## config.mk

```make
export PLATFORM = sky130hd
export DESIGN_NAME = llsc_monitor
export DESIGN_NICKNAME = d
export VERILOG_FILES = /design/src/rtl/llsc_pkg.sv /design/src/rtl/llsc_entry.sv /design/src/rtl/llsc_match.sv /design/src/rtl/llsc_alloc.sv /design/src/rtl/llsc_monitor.sv
export SDC_FILE = /design/constraint.sdc
export NUM_CORES = 1
export LEC_CHECK = 0
export ABC_AREA = 1
export CORE_MARGIN = 1
export CORE_UTILIZATION = 53
export DETAILED_ROUTE_END_ITERATION = 16
export GPL_TIMING_DRIVEN = 0
export PLACE_DENSITY = 0.76
export SKIP_LAST_GASP = 1
export SLEW_MARGIN = 20
export SYNTH_ARGS = -nofsm -noshare
export SYNTH_HDL_FRONTEND = slang
export SYNTH_SLANG_ARGS = --single-unit
```

## constraint.sdc

```tcl
create_clock -name clk_i -period 1.8 [get_ports clk_i]
set_input_delay 0.36 -clock clk_i [delete_from_list [all_inputs] [get_ports clk_i]]
set_output_delay 0.36 -clock clk_i [all_outputs]
set_load 0.02 [all_outputs]
```

## src/rtl/llsc_pkg.sv

```systemverilog
package llsc_pkg;

  typedef enum logic [1:0] {
    WR_NONE  = 2'd0,
    WR_PLAIN = 2'd1,
    WR_COND  = 2'd2
  } wr_kind_e;

  function automatic int unsigned width_of(input int unsigned n);
    return (n > 1) ? $clog2(n) : 1;
  endfunction

endpackage

```

## src/rtl/llsc_entry.sv

```systemverilog
module llsc_entry #(
  parameter int unsigned CTX_W  = 2,
  parameter int unsigned GRAN_W = 29
) (
  input  logic              clk_i,
  input  logic              rst_ni,
  input  logic              set_i,
  input  logic              clr_i,
  input  logic [CTX_W-1:0]  set_ctx_i,
  input  logic [GRAN_W-1:0] set_gran_i,
  output logic              vld_o,
  output logic [CTX_W-1:0]  ctx_o,
  output logic [GRAN_W-1:0] gran_o
);

  always_ff @(posedge clk_i or negedge rst_ni) begin
    if (!rst_ni) begin
      vld_o  <= 1'b0;
      ctx_o  <= '0;
      gran_o <= '0;
    end else if (set_i) begin
      // install wins over a same-cycle clear
      vld_o  <= 1'b1;
      ctx_o  <= set_ctx_i;
      gran_o <= set_gran_i;
    end else if (clr_i) begin
      vld_o  <= 1'b0;
    end
  end


  clear_kills_chk: assert property (@(posedge clk_i) disable iff (!rst_ni)
    clr_i && !set_i |=> !vld_o);


  install_holds_chk: assert property (@(posedge clk_i) disable iff (!rst_ni)
    set_i |=> vld_o && gran_o == $past(set_gran_i) && ctx_o == $past(set_ctx_i));

endmodule

```

## src/rtl/llsc_match.sv

```systemverilog
module llsc_match #(
  parameter int unsigned NUM_CTX = 4,
  parameter int unsigned CTX_W   = 2,
  parameter int unsigned GRAN_W  = 29
) (
  input  logic                           clk_i,
  input  logic                           rst_ni,
  input  logic [NUM_CTX-1:0]             vld_i,
  input  logic [NUM_CTX-1:0][CTX_W-1:0]  ctx_i,
  input  logic [NUM_CTX-1:0][GRAN_W-1:0] gran_i,
  input  logic [CTX_W-1:0]               wr_ctx_i,
  input  logic [GRAN_W-1:0]              wr_gran_i,
  input  logic [CTX_W-1:0]               lr_ctx_i,
  output logic [NUM_CTX-1:0]             wr_gran_hit_o,
  output logic [NUM_CTX-1:0]             wr_own_hit_o,
  output logic [NUM_CTX-1:0]             lr_own_o
);

  for (genvar i = 0; i < NUM_CTX; i++) begin : g_cmp
    logic gran_eq, wr_ctx_eq, lr_ctx_eq;
    assign gran_eq          = (gran_i[i] == wr_gran_i);
    assign wr_ctx_eq        = (ctx_i[i] == wr_ctx_i);
    assign lr_ctx_eq        = (ctx_i[i] == lr_ctx_i);
    assign wr_gran_hit_o[i] = vld_i[i] & gran_eq;
    assign wr_own_hit_o[i]  = vld_i[i] & gran_eq & wr_ctx_eq;
    assign lr_own_o[i]      = vld_i[i] & lr_ctx_eq;
  end


  one_slot_per_ctx_chk: assert property (@(posedge clk_i) disable iff (!rst_ni)
    $onehot0(lr_own_o));


  one_own_hit_chk: assert property (@(posedge clk_i) disable iff (!rst_ni)
    $onehot0(wr_own_hit_o));

endmodule

```

## src/rtl/llsc_alloc.sv

```systemverilog
module llsc_alloc #(
  parameter int unsigned NUM_CTX = 4
) (
  input  logic               clk_i,
  input  logic               rst_ni,
  input  logic               req_i,
  input  logic [NUM_CTX-1:0] vld_i,
  input  logic [NUM_CTX-1:0] own_i,
  output logic [NUM_CTX-1:0] sel_o
);

  logic [NUM_CTX-1:0] own_first, free_first;
  logic               own_any;

  always_comb begin
    own_first  = '0;
    free_first = '0;
    for (int i = NUM_CTX - 1; i >= 0; i--) begin
      if (own_i[i]) own_first  = NUM_CTX'(1) << i;
      if (!vld_i[i]) free_first = NUM_CTX'(1) << i;
    end
  end

  assign own_any = |own_i;
  // reuse the context's slot in place, else take the lowest free slot
  assign sel_o   = !req_i ? '0 : (own_any ? own_first : free_first);


  sel_onehot_chk: assert property (@(posedge clk_i) disable iff (!rst_ni)
    $onehot0(sel_o));


  slot_found_chk: assert property (@(posedge clk_i) disable iff (!rst_ni)
    req_i |-> |sel_o);


  reuse_own_chk: assert property (@(posedge clk_i) disable iff (!rst_ni)
    req_i && own_any |-> (sel_o & own_i) != '0);

endmodule

```

## src/rtl/llsc_monitor.sv

```systemverilog
module llsc_monitor
  import llsc_pkg::*;
#(
  parameter int unsigned NUM_CTX  = 4,
  parameter int unsigned ADDR_W   = 32,
  parameter int unsigned GRAN_LSB = 3,
  localparam int unsigned CTX_W   = width_of(NUM_CTX),
  localparam int unsigned GRAN_W  = ADDR_W - GRAN_LSB
) (
  input  logic              clk_i,
  input  logic              rst_ni,
  input  logic              lr_valid_i,
  input  logic [CTX_W-1:0]  lr_ctx_i,
  input  logic [ADDR_W-1:0] lr_addr_i,
  input  logic              wr_valid_i,
  input  logic [CTX_W-1:0]  wr_ctx_i,
  input  logic [ADDR_W-1:0] wr_addr_i,
  input  logic              wr_cond_i,
  output logic              wr_permit_o,
  output logic              sc_valid_o,
  output logic              sc_pass_o
);

  logic [GRAN_W-1:0]              lr_gran, wr_gran;
  logic [NUM_CTX-1:0]             vld, gran_hit, own_hit, lr_own, sel;
  logic [NUM_CTX-1:0][CTX_W-1:0]  ent_ctx;
  logic [NUM_CTX-1:0][GRAN_W-1:0] ent_gran;
  wr_kind_e                       kind;
  logic                           sc_ok;

  assign lr_gran = lr_addr_i[ADDR_W-1:GRAN_LSB];
  assign wr_gran = wr_addr_i[ADDR_W-1:GRAN_LSB];

  always_comb begin
    if (!wr_valid_i)    kind = WR_NONE;
    else if (wr_cond_i) kind = WR_COND;
    else                kind = WR_PLAIN;
  end

  for (genvar i = 0; i < NUM_CTX; i++) begin : g_slot
    llsc_entry #(.CTX_W(CTX_W), .GRAN_W(GRAN_W)) u_entry (
      .clk_i      (clk_i),
      .rst_ni     (rst_ni),
      .set_i      (sel[i]),
      .clr_i      ((kind != WR_NONE) && gran_hit[i]),
      .set_ctx_i  (lr_ctx_i),
      .set_gran_i (lr_gran),
      .vld_o      (vld[i]),
      .ctx_o      (ent_ctx[i]),
      .gran_o     (ent_gran[i])
    );
  end

  llsc_match #(.NUM_CTX(NUM_CTX), .CTX_W(CTX_W), .GRAN_W(GRAN_W)) u_match (
    .clk_i         (clk_i),
    .rst_ni        (rst_ni),
    .vld_i         (vld),
    .ctx_i         (ent_ctx),
    .gran_i        (ent_gran),
    .wr_ctx_i      (wr_ctx_i),
    .wr_gran_i     (wr_gran),
    .lr_ctx_i      (lr_ctx_i),
    .wr_gran_hit_o (gran_hit),
    .wr_own_hit_o  (own_hit),
    .lr_own_o      (lr_own)
  );

  llsc_alloc #(.NUM_CTX(NUM_CTX)) u_alloc (
    .clk_i  (clk_i),
    .rst_ni (rst_ni),
    .req_i  (lr_valid_i),
    .vld_i  (vld),
    .own_i  (lr_own),
    .sel_o  (sel)
  );

  assign sc_ok = |own_hit;

  always_comb begin
    unique case (kind)
      WR_PLAIN: wr_permit_o = 1'b1;
      WR_COND:  wr_permit_o = sc_ok;
      default:  wr_permit_o = 1'b0;
    endcase
  end

  assign sc_valid_o = (kind == WR_COND);
  assign sc_pass_o  = sc_valid_o & sc_ok;


  plain_store_ok_chk: assert property (@(posedge clk_i) disable iff (!rst_ni)
    wr_valid_i && !wr_cond_i |-> wr_permit_o && !sc_valid_o);


  pass_needs_cond_chk: assert property (@(posedge clk_i) disable iff (!rst_ni)
    sc_pass_o |-> sc_valid_o && wr_permit_o);


  idle_no_permit_chk: assert property (@(posedge clk_i) disable iff (!rst_ni)
    !wr_valid_i |-> !wr_permit_o && !sc_valid_o);


  empty_sc_fails_chk: assert property (@(posedge clk_i) disable iff (!rst_ni)
    vld == '0 && sc_valid_o |-> !sc_pass_o);


  consumed_after_pass_chk: assert property (@(posedge clk_i) disable iff (!rst_ni)
    sc_pass_o && !lr_valid_i |=> (vld & ~$past(vld)) == '0 && $countones(vld) < $countones($past(vld)));

endmodule

```

* After elaboration in Yosys (flattened, before gate mapping)
Cells that the tools add are included.
Storage, ports and cells: flip-flop bits (word level) 128, output and inout bits 3, logic and storage cells 71
Operators by class: equal/unequal tests 14, mux-type cells 21, bitwise operators 13, reductions and logical operators 11
Operators with widths (count):
- $eq 29x29->1 | 4
- $mux 4 | 10
- $eq 2x2->1 | 8
- $and 1x1->1 | 13
- $reduce_bool 2->1 | 5
- $mux 1 | 8
- $reduce_or 4->1 | 2
- $logic_and 1x1->1 | 4
- $mux 2 | 2
- $eq 2x1->1 const B | 1
- $eq 2x2->1 const B | 1
- $pmux 1 s2 | 1

* Depth between registers and ports, before layout
word-level depth 9, gate-level depth with buffers 13, depth with buffers taken out 12

* Hierarchy
Synthesis repeated with hierarchy kept, for this count alone.
Second synthesis, totals: cells, all modules 1177, area, all modules 7402.1 um^2
Modules (own cells, without submodules):
- llsc_entry | instances 4, cells an instance 135, area each 1194.9 um^2, seq. area each 800.8 um^2
- llsc_match | instances 1, cells an instance 593, area each 2443.6 um^2, seq. area each 0.0 um^2
- llsc_alloc | instances 1, cells an instance 26, area each 108.9 um^2, seq. area each 0.0 um^2
- llsc_monitor | instances 1, cells an instance 18, area each 70.1 um^2, seq. area each 0.0 um^2

* Worst setup path before layout
Ideal clock, no wire load.
path kind input port to output port, start input port wr_addr_i[3], end output port wr_permit_o, arrival time 1.535 ns, setup slack -0.095 ns, cell stages on the path 10, path buffers 1, cell sequence clkbuf_1 xnor2_1 nand2_1 nor2_1 nand2_1 nor2_1 nand3_1 nand2_1 nor2_1 a21oi_1
Between the ends: longest elaborated chain between the ends 5, elaborated cells on any way between the ends 14, classes of those cells eq/ne: 4; mux: 1; bitwise: 8; reduce/logical: 1
RTL lines:
- start: declaration | RTL line llsc_monitor.sv:17 | input logic [ADDR_W-1:0] wr_addr_i,
- $eq 29x29->1 | RTL line llsc_match.sv:21 | assign gran_eq = (gran_i[i] == wr_gran_i);
- $and 1x1->1 (2 in series) | RTL line llsc_match.sv:25 | assign wr_own_hit_o[i] = vld_i[i] & gran_eq & wr_ctx_eq;
- $reduce_or 4->1 * | RTL line llsc_monitor.sv:77 | assign sc_ok = |own_hit;
- $pmux 1 s2 * | RTL line llsc_monitor.sv:80 | unique case (kind)
- end: declaration | RTL line llsc_monitor.sv:19 | output logic wr_permit_o,
Mark *: on every way between the ends. The rest lies on a longest branch, timed or not.

* Final worst setup path
start register g_slot[0].u_entry.gran_o[11], end output port wr_permit_o
Between the ends: longest elaborated chain between the ends 5
RTL lines:
- start: declaration | RTL line llsc_entry.sv:13 | output logic [GRAN_W-1:0] gran_o
- start signal: assignment | RTL line llsc_entry.sv:25 | gran_o <= set_gran_i;
- $eq 29x29->1 | RTL line llsc_match.sv:21
- $and 1x1->1 (2 in series) | RTL line llsc_match.sv:25
- $reduce_or 4->1 | RTL line llsc_monitor.sv:77
- $pmux 1 s2 | RTL line llsc_monitor.sv:80
Every way passes these cells.

==> impl_results.md <==
- Status: finished, violations left
- Failing checks: negative setup slack
- Max-cap violations: 0
- CTS tree: built
- Max-slew violation count: 0
- Total gr overflow: 0
- Slew Limit Headroom: 66.1%
- Synth warn: 0
- DRC viols: 0
- CP max-delay cell: dfrtp_1
- PnR Total Power: 16.0 mW
- Commonest non-fill, non-tap cell in the layout: nand2_1
- Number of core rows: 40
- Worst hold path class: primary input to async pin
- Crit path largest cell delay: 0.42 ns
- All-layer global routing usage: 30.2%
- Core Util, Final: 72.9%
- Final worst slack: -0.608 ns
- Deepest clock path buffer count: 2
- Asr flop ratio synth: 100%
- Crit Path Class: flop to primary output
- Worst hold margin: 0.466 ns
- Worst Skew: 0.00777 ns
- Post-Syn Area per Cell: 8.12 um2
- Leak pwr: 4.26 nW
- Via-to-Cell Ratio: 5.34
- RSZ-0062 raised after global routing: true
- Die height: 115 um
- I/O Pins: 76
- Commonest non-fill, non-tap cells in the layout: 244 x nand2_1, 128 x dfrtp_1, 79 x inv_1, 68 x xnor2_1, 63 x o21ai_1
- Initial DRT Pass Iterations: 6
- Cts bufs inserted: 17
- Clk Latency, worst-skew pair: 0.41 ns
- Pre-CTS WS: -1.17 ns
- Global-route wire length before repair: 29700 um
- Post-synthesis cell type count: 29
- Largest net degree at the start of global routing: 73
- DIE WIDTH: 115 um
- Final min period: 2.41 ns
- CTS clk-pin slew, worst paths: 0.05 ns
- Top_reg_cell synth: dfrtp_1
- CP Data Required Time: 1.44 ns
- CP Max Fanout: 2
- Power Density: 1790 nW/um2
- Initial Util: 55.4%
- Fin. Hold Viols: 0
- Final antenna-violating net count: 0
- RePlAce Congestion: 0.905
- Highest clock rate: 415 MHz
- Vias in the first global route: 5796
- Die area: 13300 um2
- Nets@finish: 1013
- Sequential area share after synthesis: 47.2%
- H-Tree Level Count: 4
- Critical path launch point type: flop
- Antenna violations before repair: 0
- I/O Buffers: 54
- Period Utilization, post-route: 134%
- CP top delay family: simple AND/OR/NAND/NOR gates
- Seq cells post-synth: 128
- Wire per inst: 17.1 um
- DR vias: 5976
- Buf/Inv on CP: 1
- Clock sink total: 128
- Worst Tran Pin Value: 0.503 ns
- Syn nets: 909
- Max VDD drop: 1.24 mV
- EDFF count, synth: 0
- Initial DRC count: 533
- N_diodes: 0
- Setup Viol. Count Final: 124
- Core area: 12300 um2
- CP dominant cell by count: nand2_1
- Critical path arrival: 2.05 ns
- Cell Area, Synth: 6790 um2
- Cells along the critical path: xnor2_1 -> nand2_1 -> nor2_1 -> nand2_1 -> nor2_2 -> nand3_2 -> nand2_2 -> nor2_4 -> a21oi_2 -> buf_4
- Cells after Synth: 836
- CP Capture Type: primary output
- WL final: 19100 um
- Root Driver: clkbuf_16
- Layout cells sized above 1: 19.5%
- Layout area overhead: 31.6%
- DP Wirelength: 11800 um
cell usage after synthesis, drive strengths merged, types with 4 or more instances:
library cell / instances / area share [%]
o22ai: 4 / 0.37
dfrtp: 128 / 47
xnor2: 75 / 9.7
o21ai: 129 / 11
nand2: 268 / 15
buf: 21 / 2.2
clkbuf: 18 / 1.0
nand3: 18 / 1.4
xor2: 18 / 2.3
o221ai: 5 / 0.64
nor2: 61 / 3.6
inv: 83 / 4.6
routing by layer:
layer	up-vias	GRT usage [%]	share of wire, %
met2	227	49.9	50
met1	2891	38.8	41
li1	2820	-	-
met5	-	0	0
met3	38	7.06	7.0
met4	0	10.8	2.3
through the flow:
step / std cells / instance area, um2 / setup TNS (ns)
2_1_floorplan: 836 / 6800 / -0.00812
3_3_place_gp: 1058 / 7550 / -690.63
3_5_place_dp: 1059 / 7580 / -94.30
4_1_cts: 1111 / 8600 / -1.63
5_1_grt: 1120 / 8930 / -25.98
6_report: 1120 / 8930 / -13.65
logic make-up after synthesis:
| kind of cell | share of synthesized area (%) |
|---|---|
| DFF | 47.2 |
| xor gates and xnor gates | 12.0 |
| AOI/OAI and AO/OA | 12.4 |
| and+or+nand+nor | 20.7 |
| buffers and inverters | 7.81 |
final cells by class:
class / instances / area (um2)
Fill cell: 899 / 3330
Timing Repair Buffer: 84 / 916
Clock inverter: 5 / 50.0
Buffer: 39 / 375
Sequential cell: 128 / 3200
Inverter: 83 / 312
Tap cell: 168 / 210
Clock buffer: 26 / 529
Multi-Input combinational cell: 587 / 3340
state kept, by name, summed over array words and instances (netlist names):
signal                 flops
g_slot.u_entry.gran_o    116
g_slot.u_entry.ctx_o       8
g_slot.u_entry.vld_o       4
path summary, 6_finish.rpt:
path,cells after the start,to,slack [ns],from
hold / removal,2,g_slot[2].u_entry.gran_o[2]$_DFFE_PN0P_,0.47,rst_ni
min in group clk_i,2,g_slot[3].u_entry.gran_o[14]$_DFFE_PN0P_,0.50,g_slot[3].u_entry.gran_o[14]$_DFFE_PN0P_
hold reg to reg,2,g_slot[3].u_entry.gran_o[14]$_DFFE_PN0P_,0.50,g_slot[3].u_entry.gran_o[14]$_DFFE_PN0P_
setup reg to reg,11,g_slot[1].u_entry.gran_o[2]$_DFFE_PN0P_,-0.20,g_slot[0].u_entry.ctx_o[0]$_DFFE_PN0P_
setup / recovery,10,wr_permit_o,-0.61,g_slot[0].u_entry.gran_o[11]$_DFFE_PN0P_
max in group asynchronous,3,g_slot[3].u_entry.gran_o[21]$_DFFE_PN0P_,0.63,rst_ni
timing repair:
item | CTS | global route
setup endpoints to repair | 131 | 130
cloned | 4 | 3
hold buffers | 1 | 0
resized for setup | 105 | 77
setup buffers | 16 | 6
pin swaps | 12 | 20
endpoints found under the hold margin | 56 | 0
power breakdown:
part / switching [mW] / internal, mW / total (mW)
clock: 1.20 / 2.14 / 3.34
combinational: 3.97 / 3.44 / 7.40
sequential: 1.01 / 4.24 / 5.26
No activity file was read; power rests on OpenSTA's default activity.
